`src/rtl/sensor_watch_pkg.sv`:
```
package sensor_watch_pkg;

  typedef enum logic [2:0] {
    ST_IDLE,
    ST_PWROFF,
    ST_SETTLE,
    ST_WAITRST,
    ST_GAP,
    ST_CONFIG,
    ST_DETECT
  } watchState_e;

  // strobes from control to datapath
  typedef struct packed {
    logic clrEdges;    // clear reset-edge count
    logic countEdges;  // count edges that leave the line low
    logic detectOn;    // turn edges into events
    logic clrEvents;   // drop pending event and overflow
  } dpCtrl_t;

endpackage

```
`src/rtl/sensor_watch_dp.sv`:
```
module sensor_watch_dp
  import sensor_watch_pkg::*;
#(
  parameter int SYNC_STAGES = 2,
  parameter int RST_EDGES   = 2,
  parameter int TS_W        = 32
) (
  input  logic            clk,
  input  logic            rstN,
  input  logic            lineIn,
  input  dpCtrl_t         ctl,
  output logic            resetSeen,
  input  logic            evtReady,
  output logic            evtValid,
  output logic            evtRising,
  output logic [TS_W-1:0] evtStamp,
  output logic            evtOverflow
);

  localparam int CNT_W = $clog2(RST_EDGES + 1);

  logic [SYNC_STAGES-1:0] syncQ;
  logic                   lineS;
  logic                   lineD;
  logic                   edgeNow;
  logic [CNT_W-1:0]       edgeCnt;
  logic [TS_W-1:0]        tsCnt;

  // synchronizer chain
  always_ff @(posedge clk or negedge rstN) begin
    if (!rstN) syncQ <= '0;
    else       syncQ <= {syncQ[SYNC_STAGES-2:0], lineIn};
  end

  assign lineS = syncQ[SYNC_STAGES-1];

  always_ff @(posedge clk or negedge rstN) begin
    if (!rstN) lineD <= 1'b0;
    else       lineD <= lineS;
  end

  assign edgeNow = lineS ^ lineD;

  // reset-completion edge count, saturating
  always_ff @(posedge clk or negedge rstN) begin
    if (!rstN) begin
      edgeCnt <= '0;
    end else if (ctl.clrEdges) begin
      edgeCnt <= '0;
    end else if (ctl.countEdges && edgeNow && !lineS &&
                 edgeCnt != CNT_W'(RST_EDGES)) begin
      edgeCnt <= edgeCnt + 1'b1;
    end
  end

  assign resetSeen = (edgeCnt == CNT_W'(RST_EDGES));

  // free-running timestamp
  always_ff @(posedge clk or negedge rstN) begin
    if (!rstN) tsCnt <= '0;
    else       tsCnt <= tsCnt + 1'b1;
  end

  // event register with overflow
  always_ff @(posedge clk or negedge rstN) begin
    if (!rstN) begin
      evtValid    <= 1'b0;
      evtRising   <= 1'b0;
      evtStamp    <= '0;
      evtOverflow <= 1'b0;
    end else if (ctl.clrEvents) begin
      evtValid    <= 1'b0;
      evtOverflow <= 1'b0;
    end else begin
      if (ctl.detectOn && edgeNow) begin
        if (evtValid && !evtReady) begin
          evtOverflow <= 1'b1;
        end else begin
          evtValid  <= 1'b1;
          evtRising <= lineS;
          evtStamp  <= tsCnt;
        end
      end else if (evtValid && evtReady) begin
        evtValid <= 1'b0;
      end
    end
  end


  edge_cnt_bound_chk: assert property (@(posedge clk) disable iff (!rstN)
    edgeCnt <= CNT_W'(RST_EDGES));


  evt_hold_chk: assert property (@(posedge clk) disable iff (!rstN)
    (evtValid && !evtReady && !ctl.clrEvents) |=>
      (evtValid && $stable(evtStamp) && $stable(evtRising)));


  overflow_sticky_chk: assert property (@(posedge clk) disable iff (!rstN)
    (evtOverflow && !ctl.clrEvents) |=> evtOverflow);


  evt_only_detect_chk: assert property (@(posedge clk) disable iff (!rstN)
    $rose(evtValid) |-> $past(ctl.detectOn));

endmodule

```
`src/rtl/sensor_watch_ctrl.sv`:
```
module sensor_watch_ctrl
  import sensor_watch_pkg::*;
#(
  parameter int OFF_CYC    = 3_500_000,
  parameter int SETTLE_CYC = 200_000,
  parameter int TMO_CYC    = 130_000_000,
  parameter int GAP_CYC    = 1_000
) (
  input  logic    clk,
  input  logic    rstN,
  input  logic    startReq,
  input  logic    cfgDone,
  input  logic    cfgOk,
  input  logic    resetSeen,
  output dpCtrl_t ctl,
  output logic    supplyOn,
  output logic    cfgStart,
  output logic    rstTimeout,
  output logic    detecting
);

  localparam int MAX_AB = (OFF_CYC > SETTLE_CYC) ? OFF_CYC : SETTLE_CYC;
  localparam int MAX_CD = (TMO_CYC > GAP_CYC) ? TMO_CYC : GAP_CYC;
  localparam int MAXC   = (MAX_AB > MAX_CD) ? MAX_AB : MAX_CD;
  localparam int TMR_W  = $clog2(MAXC + 1);

  watchState_e state;
  logic [TMR_W-1:0] tmr;
  logic tmrZero;
  logic startOk;

  assign tmrZero = (tmr == '0);
  assign startOk = startReq && (state == ST_IDLE || state == ST_DETECT);

  always_ff @(posedge clk or negedge rstN) begin
    if (!rstN) begin
      state      <= ST_IDLE;
      tmr        <= '0;
      supplyOn   <= 1'b0;
      cfgStart   <= 1'b0;
      rstTimeout <= 1'b0;
    end else begin
      cfgStart   <= 1'b0;
      rstTimeout <= 1'b0;
      case (state)
        ST_IDLE, ST_DETECT: begin
          if (startOk) begin
            state    <= ST_PWROFF;
            supplyOn <= 1'b0;
            tmr      <= TMR_W'(OFF_CYC - 1);
          end
        end
        ST_PWROFF: begin
          if (tmrZero) begin
            state    <= ST_SETTLE;
            supplyOn <= 1'b1;
            tmr      <= TMR_W'(SETTLE_CYC - 1);
          end else begin
            tmr <= tmr - 1'b1;
          end
        end
        ST_SETTLE: begin
          if (tmrZero) begin
            if (resetSeen) begin
              state <= ST_GAP;
              tmr   <= TMR_W'(GAP_CYC - 1);
            end else begin
              state <= ST_WAITRST;
              tmr   <= TMR_W'(TMO_CYC - 1);
            end
          end else begin
            tmr <= tmr - 1'b1;
          end
        end
        ST_WAITRST: begin
          if (resetSeen) begin
            state <= ST_GAP;
            tmr   <= TMR_W'(GAP_CYC - 1);
          end else if (tmrZero) begin
            state      <= ST_IDLE;
            rstTimeout <= 1'b1;
          end else begin
            tmr <= tmr - 1'b1;
          end
        end
        ST_GAP: begin
          if (tmrZero) begin
            state    <= ST_CONFIG;
            cfgStart <= 1'b1;
          end else begin
            tmr <= tmr - 1'b1;
          end
        end
        ST_CONFIG: begin
          if (cfgDone) state <= cfgOk ? ST_DETECT : ST_IDLE;
        end
        default: state <= ST_IDLE;
      endcase
    end
  end

  always_comb begin
    ctl            = '0;
    ctl.clrEdges   = (state == ST_PWROFF);
    ctl.clrEvents  = (state == ST_PWROFF);
    ctl.countEdges = (state == ST_SETTLE) || (state == ST_WAITRST);
    ctl.detectOn   = (state == ST_DETECT);
  end

  assign detecting = (state == ST_DETECT);


  supply_drop_chk: assert property (@(posedge clk) disable iff (!rstN)
    startOk |=> !supplyOn);


  timeout_supply_chk: assert property (@(posedge clk) disable iff (!rstN)
    rstTimeout |-> (supplyOn && !detecting));


  cfg_pulse_chk: assert property (@(posedge clk) disable iff (!rstN)
    cfgStart |=> !cfgStart);


  cfg_fail_chk: assert property (@(posedge clk) disable iff (!rstN)
    (state == ST_CONFIG && cfgDone && !cfgOk) |=> !detecting);

endmodule

```
`src/rtl/sensor_watch.sv`:
```
module sensor_watch
  import sensor_watch_pkg::*;
#(
  parameter int OFF_CYC     = 3_500_000,
  parameter int SETTLE_CYC  = 200_000,
  parameter int TMO_CYC     = 130_000_000,
  parameter int GAP_CYC     = 1_000,
  parameter int RST_EDGES   = 2,
  parameter int SYNC_STAGES = 2,
  parameter int TS_W        = 32
) (
  input  logic            clk,
  input  logic            rstN,
  input  logic            startReq,
  input  logic            lineIn,
  input  logic            cfgDone,
  input  logic            cfgOk,
  output logic            supplyOn,
  output logic            cfgStart,
  output logic            rstTimeout,
  output logic            detecting,
  output logic            evtValid,
  input  logic            evtReady,
  output logic            evtRising,
  output logic [TS_W-1:0] evtStamp,
  output logic            evtOverflow
);

  dpCtrl_t ctl;
  logic    resetSeen;

  sensor_watch_ctrl #(
    .OFF_CYC   (OFF_CYC),
    .SETTLE_CYC(SETTLE_CYC),
    .TMO_CYC   (TMO_CYC),
    .GAP_CYC   (GAP_CYC)
  ) uCtrl (
    .clk       (clk),
    .rstN      (rstN),
    .startReq  (startReq),
    .cfgDone   (cfgDone),
    .cfgOk     (cfgOk),
    .resetSeen (resetSeen),
    .ctl       (ctl),
    .supplyOn  (supplyOn),
    .cfgStart  (cfgStart),
    .rstTimeout(rstTimeout),
    .detecting (detecting)
  );

  sensor_watch_dp #(
    .SYNC_STAGES(SYNC_STAGES),
    .RST_EDGES  (RST_EDGES),
    .TS_W       (TS_W)
  ) uDp (
    .clk        (clk),
    .rstN       (rstN),
    .lineIn     (lineIn),
    .ctl        (ctl),
    .resetSeen  (resetSeen),
    .evtReady   (evtReady),
    .evtValid   (evtValid),
    .evtRising  (evtRising),
    .evtStamp   (evtStamp),
    .evtOverflow(evtOverflow)
  );

endmodule

```
`config.mk`:
```
export PLATFORM = sky130hd
export DESIGN_NAME = sensor_watch
export DESIGN_NICKNAME = d
export VERILOG_FILES = /design/src/rtl/sensor_watch_pkg.sv /design/src/rtl/sensor_watch_dp.sv /design/src/rtl/sensor_watch_ctrl.sv /design/src/rtl/sensor_watch.sv
export SDC_FILE = /design/constraint.sdc
export NUM_CORES = 1
export LEC_CHECK = 0
export ABC_AREA = 0
export BUFFER_PORTS_ARGS = -buffer_cell sky130_fd_sc_hd__buf_2
export CAP_MARGIN = 20
export CELL_PAD_IN_SITES_DETAIL_PLACEMENT = 1
export CELL_PAD_IN_SITES_GLOBAL_PLACEMENT = 1
export CORE_ASPECT_RATIO = 1.4
export CORE_MARGIN = 8
export CORE_UTILIZATION = 51
export CTS_CLUSTER_DIAMETER = 60
export DETAILED_ROUTE_END_ITERATION = 12
export PLACE_DENSITY_LB_ADDON = 0.1
export SLEW_MARGIN = 20
export SYNTH_ARGS = -nofsm -noshare
export SYNTH_HDL_FRONTEND = slang
export SYNTH_SLANG_ARGS = --single-unit
```
`constraint.sdc`:
```
create_clock -name clk -period 4.59 [get_ports clk]
set_input_delay 0.459 -clock clk [delete_from_list [all_inputs] [get_ports clk]]
set_output_delay 0.459 -clock clk [all_outputs]
set_load 0.02 [all_outputs]
```
# Yosys cells after proc, flatten, opt, wreduce, memory -nomap -nowiden
# Cells that the tools add are included.
# W data, S select, Z words.
# totals
ff_bits	105
input_bits	7
output_inout_bits	39
wordCells	93
# classes
add_sub_neg	3
eq_ne	15
mux	33
bitwise	3
n_reduce_logical	26
# ops
op	count
$mux W27	6
$pmux W27 S5	1
$add A32 B1 Y32 const B	1
$logic_not A27 Y1	1
$mux W3	9
$sub A27 B1 Y27 const B	1
$pmux W3 S6	1
$mux W1	13
$eq A3 B3 Y1 const B	3
$ne A2 B1 Y1 const B	4
$reduce_bool A2 Y1	4
$logic_and A1 B1 Y1	7
$eq A3 B2 Y1 const B	2
$reduce_and A2 Y1	3
$reduce_and A3 Y1	2
$reduce_and A6 Y1	1
$reduce_bool A5 Y1	1
$mux W2	2
$ne A2 B2 Y1 const B	2
$eq A3 B1 Y1 const B	1
$logic_not A3 Y1	1
$ne A3 B2 Y1 const B	1
$ne A3 B3 Y1 const B	1
$reduce_bool A3 Y1	1
other kinds (8)	11

# Logic depth before layout (Yosys ltp)
# logic_depth
depth_word	7
depth_mapped	13
ltp_nobuf	12

# Hierarchy
# A second synthesis with hierarchy kept.
# unflattened
hier_cells	511
hier_area_um2	5312.6
# modules_own_cells
mod	n_inst	cells_each	area_each_um2	seq_area_each_um2
sensor_watch_dp	1	214	2937.8	1801.7
sensor_watch_ctrl	1	297	2374.8	825.8

# Least setup slack after synthesis
# OpenSTA, ideal clock, no wires.
# synth_timing
kind	reg-to-reg
start	register uCtrl.tmr[15]
end	register uCtrl.tmr[0]
setup_ps	71
arrival_time_ps	2829
t_required_ps	4519
setup_slack_ps	1689
stages_incl_launch_ff	12
n_path_buf	1
synth_period_minus_slack_ps	2901
path_cell_list	dfrtp_1 or4_1 or3_1 nor3_1 inv_2 clkbuf_1 ha_1 nor2_1 a21oi_1 a2bb2oi_1 nor2_1 nor2_1
# synth_via
elab_chain_cells	4
word_cells_on_any_way	6
classes_between	mux: 5; reduce/logical: 1
# synth_lines
element	line	source
start, declared	sensor_watch_ctrl.sv:28	logic [TMR_W-1:0] tmr;
start signal, assigned	sensor_watch_ctrl.sv:50	tmr <= TMR_W'(OFF_CYC - 1);
start signal, assigned	sensor_watch_ctrl.sv:57	tmr <= TMR_W'(SETTLE_CYC - 1);
start signal, assigned	sensor_watch_ctrl.sv:59	tmr <= tmr - 1'b1;
$logic_not A27 Y1 (*)	sensor_watch_ctrl.sv:32	assign tmrZero = (tmr == '0);
$mux W27 (2 in series)	-	
$pmux W27 S5 (*)	sensor_watch_ctrl.sv:45	case (state)
# Every way passes the cells marked *; elsewhere a longest branch is shown, timed or not.
# A chain may end at the register's enable or synchronous reset.

# Worst setup path in the final report
# Ends and elaborated chain as after synthesis.

==> results.md <==
- Status: finished, final reports clean
- Via Count: 4151
- CTS Root Cell: clkbuf_16
- Port Buffers: 45
- Hold Crit Class: input pin to register
- Crit share post-route: 65.6%
- Sequential share of power: 41.6%
- Layout net count: 556
- DP Worst Slack: 1650 ps
- Starting density of the core: 52.5%
- Gate count of the mapped netlist: 502
- Crit path capture type: register
- Sw frac: 38.5%
- Area after DPL: 0.00556 mm2
- Routed WL: 14.2 mm
- Cell Int Power: 1.72 mW
- Full die area: 0.0137 mm2
- Longest Clk Path Bufs: 2
- Final min period: 3010 ps
- Worst R2R Start: uCtrl.tmr[15]
- Setup Fix Bufs, Post-CTS: 0
- FFs w/ async S/R, synth: 100%
- Finished Core Util: 59.4%
- Static Leak: 2.69 nW
- Top post-synthesis cells by area: dfrtp_1, mux2_2, xnor2_1
- First-pass GRT wire length: 23.4 mm
- Finished Layout Cells: 684
- Leading cell type in the layout, fill and taps excluded: dfrtp_1
- CTS tree: done
- Placer Congestion: 0.849
- Avg Cell Area, Syn: 10.3 um2
- Post-CTS sizing: 0
- Total track usage: 22.1%
- Area leader, netlist: dfrtp_1
- Startpoint Class: register
- Clock network fraction of design power: 28.0%
- Crit-path max FO: 19
- Total power: 2.80 mW
- Ys Warns: 0
- Core area: 0.00990 mm2
- Proportion of netlist area held by the largest area contributor: 50.6%
- Top_reg_cell synth: dfrtp_1
- Final HPWL DP: 10.2 mm
- Setup tns final: 0 ps
- Via/cell ratio: 6.07
- Final Skew: 9.67 ps
- Peak VDD IR: 269 uV
- Cell Rows: 43
- Capture point of the worst reg-to-reg path: uCtrl.tmr[0]
- Worst-Margin Slew: 1060 ps
- H-tree levels: 3
- Vias in the first global route: 4574
- CTS clk-pin slew, worst paths: 80 ps
- CTS Buf Count: 9
- Inst Count DP: 668
- Critical path class: register to register
- Gr ovfl total: 0
- I/O pins: 46
- Critical path arrival: 3290 ps
- Max Clk Rate: 332 MHz
- Detailed Route Iter0 Violations: 218
- Hold_ws: 209 ps
- Req. time, crit path: 4870 ps
- RSZ-0062 raised after global routing: false
- Area grow syn2layout: 13.2%
- Timing endpoint of the critical path: uCtrl.tmr[0]
- Final Hold Fails: 0
- Die span in y: 135 um
- Synth Register Bits: 105
- Largest net degree at the start of global routing: 76
- Slew Viols, Final: 0
- Fin area: 0.00588 mm2
- Detailed-route DRC error count: 0
- Final setup viols: 0
- Ant diodes: 0
- Post-Syn Area: 0.00519 mm2
- DRT antenna net count: 0
- Most frequent cells in the layout: dfrtp_1, buf_2, nor2_1, mux2_2, nand2_1
- CTS sink cnt: 105
- Syn_nets: 514
- Relative slew margins: 29.5%
- Worst R2R Path Depth: 11
- CP Launch Point: uCtrl.tmr[15]
- Router iterations before antenna repair: 4
- Seq/Total Area, Yosys: 50.6%
- Netlist cell types: 62
- CTS Hold Buffers Added: 0
- DIE WIDTH: 101 um
- Logic pwr share: 30.4%
- Sw power: 1.08 mW
- WL per Instance: 20.7 um
- Slack of the worst reg-to-reg path: 1580 ps
- Number of max-cap violations: 0
- Power Density: 476 mW/mm2
- Clock latency on the worst-skew pair: 360 ps
- Fillers: 1135
- Post-synth EDFFs: 0
- Post-route setup slack: 1580 ps
- Initial antenna violation count: 0
- Layout cells sized above 1: 21.3%
[power groups by stage]
| stage | Sequential, mW | Combinational, mW | Clock, mW |
|---|---|---|---|
| after floorplan | 1.14 | 0.585 | 0 |
| after global placement | 1.17 | 0.815 | 0 |
| after detailed placement | 1.18 | 0.845 | 0 |
| after CTS | 1.16 | 0.850 | 0.803 |
| after global routing | 1.18 | 0.921 | 0.829 |
| final | 1.16 | 0.850 | 0.783 |
[layer usage]
layer / part of all wire [%] / GRT usage (%)
met5: 0 / 0
met3: 3.1 / 3.96
met1: 39 / 24.2
met4: 4.1 / 13.2
met2: 54 / 38.7
[synth_stat cells, types with 4 or more instances]
library cell and number:
dfrtp_1 105, nor2_1 42, mux2_2 34, nand2_1 34
o21ai_0 31, a21oi_1 28, xnor2_1 28, clkbuf_1 17
nand3_1 14, nor3_1 13, inv_1 12, nand4_1 11
and4_1 9, nand2b_1 8, or3_1 8, xor2_1 8
nor4_1 7, a211oi_1 6, a21o_1 6, ha_1 5
nor2b_1 4, o21a_1 4, or2_2 4, or4_1 4
[cells by family after synthesis]
family / after synthesis / share of synthesized area (%)
compound gates: 111 / 14.0
fa+ha+maj: 6 / 1.40
simple gates: 175 / 17.8
mux: 35 / 7.56
xor+xnor: 36 / 6.07
buf+inv: 34 / 2.63
flops: 105 / 50.6
[area by class of cell]
class	instances	area, um2	area share (%)
Sequential cell	105	2630	44.7
Multi-Input combinational cell	363	2450	41.6
Timing Repair Buffer	51	273	4.64
Clock buffer	10	239	4.07
Tap cell	135	169	2.87
Clock inverter	6	70.1	1.19
Inverter	14	52.6	0.894
[flip-flops by register name, indices dropped and copies added, names as in the netlist]
signal            flops
uDp.evtRising         1
uCtrl.rstTimeout      1
uDp.evtStamp         32
uDp.lineD             1
uDp.evtValid          1
uCtrl.state           3
uCtrl.tmr            27
uCtrl.supplyOn        1
uDp.tsCnt            32
uCtrl.cfgStart        1
uDp.evtOverflow       1
uDp.syncQ             2
uDp.edgeCnt           2
[worst max-delay path: stages, from the launching register on]
cell and delay (ps):
dfrtp_1 450, or4_1 580, or3_1 390, nor3_1 190, buf_4 240, inv_2 190
ha_1 360, nor2_1 60, a21oi_1 130, a2bb2oi_1 170, nor2_1 60, nor2_1 120
[how the worst min path moves through the flow]
stage | from | to | slack [ps] | cells after the start
floorplan | rstN | uCtrl.cfgStart | 160 | 0
global placement | uDp.syncQ[0] | uDp.syncQ[1] | 340 | 0
detailed placement | uDp.syncQ[0] | uDp.syncQ[1] | 360 | 0
CTS | lineIn | uDp.syncQ[0] | 200 | 1
global route | lineIn | uDp.syncQ[0] | 200 | 1
finish | lineIn | uDp.syncQ[0] | 210 | 1
Power figures use the tool's default switching activity.
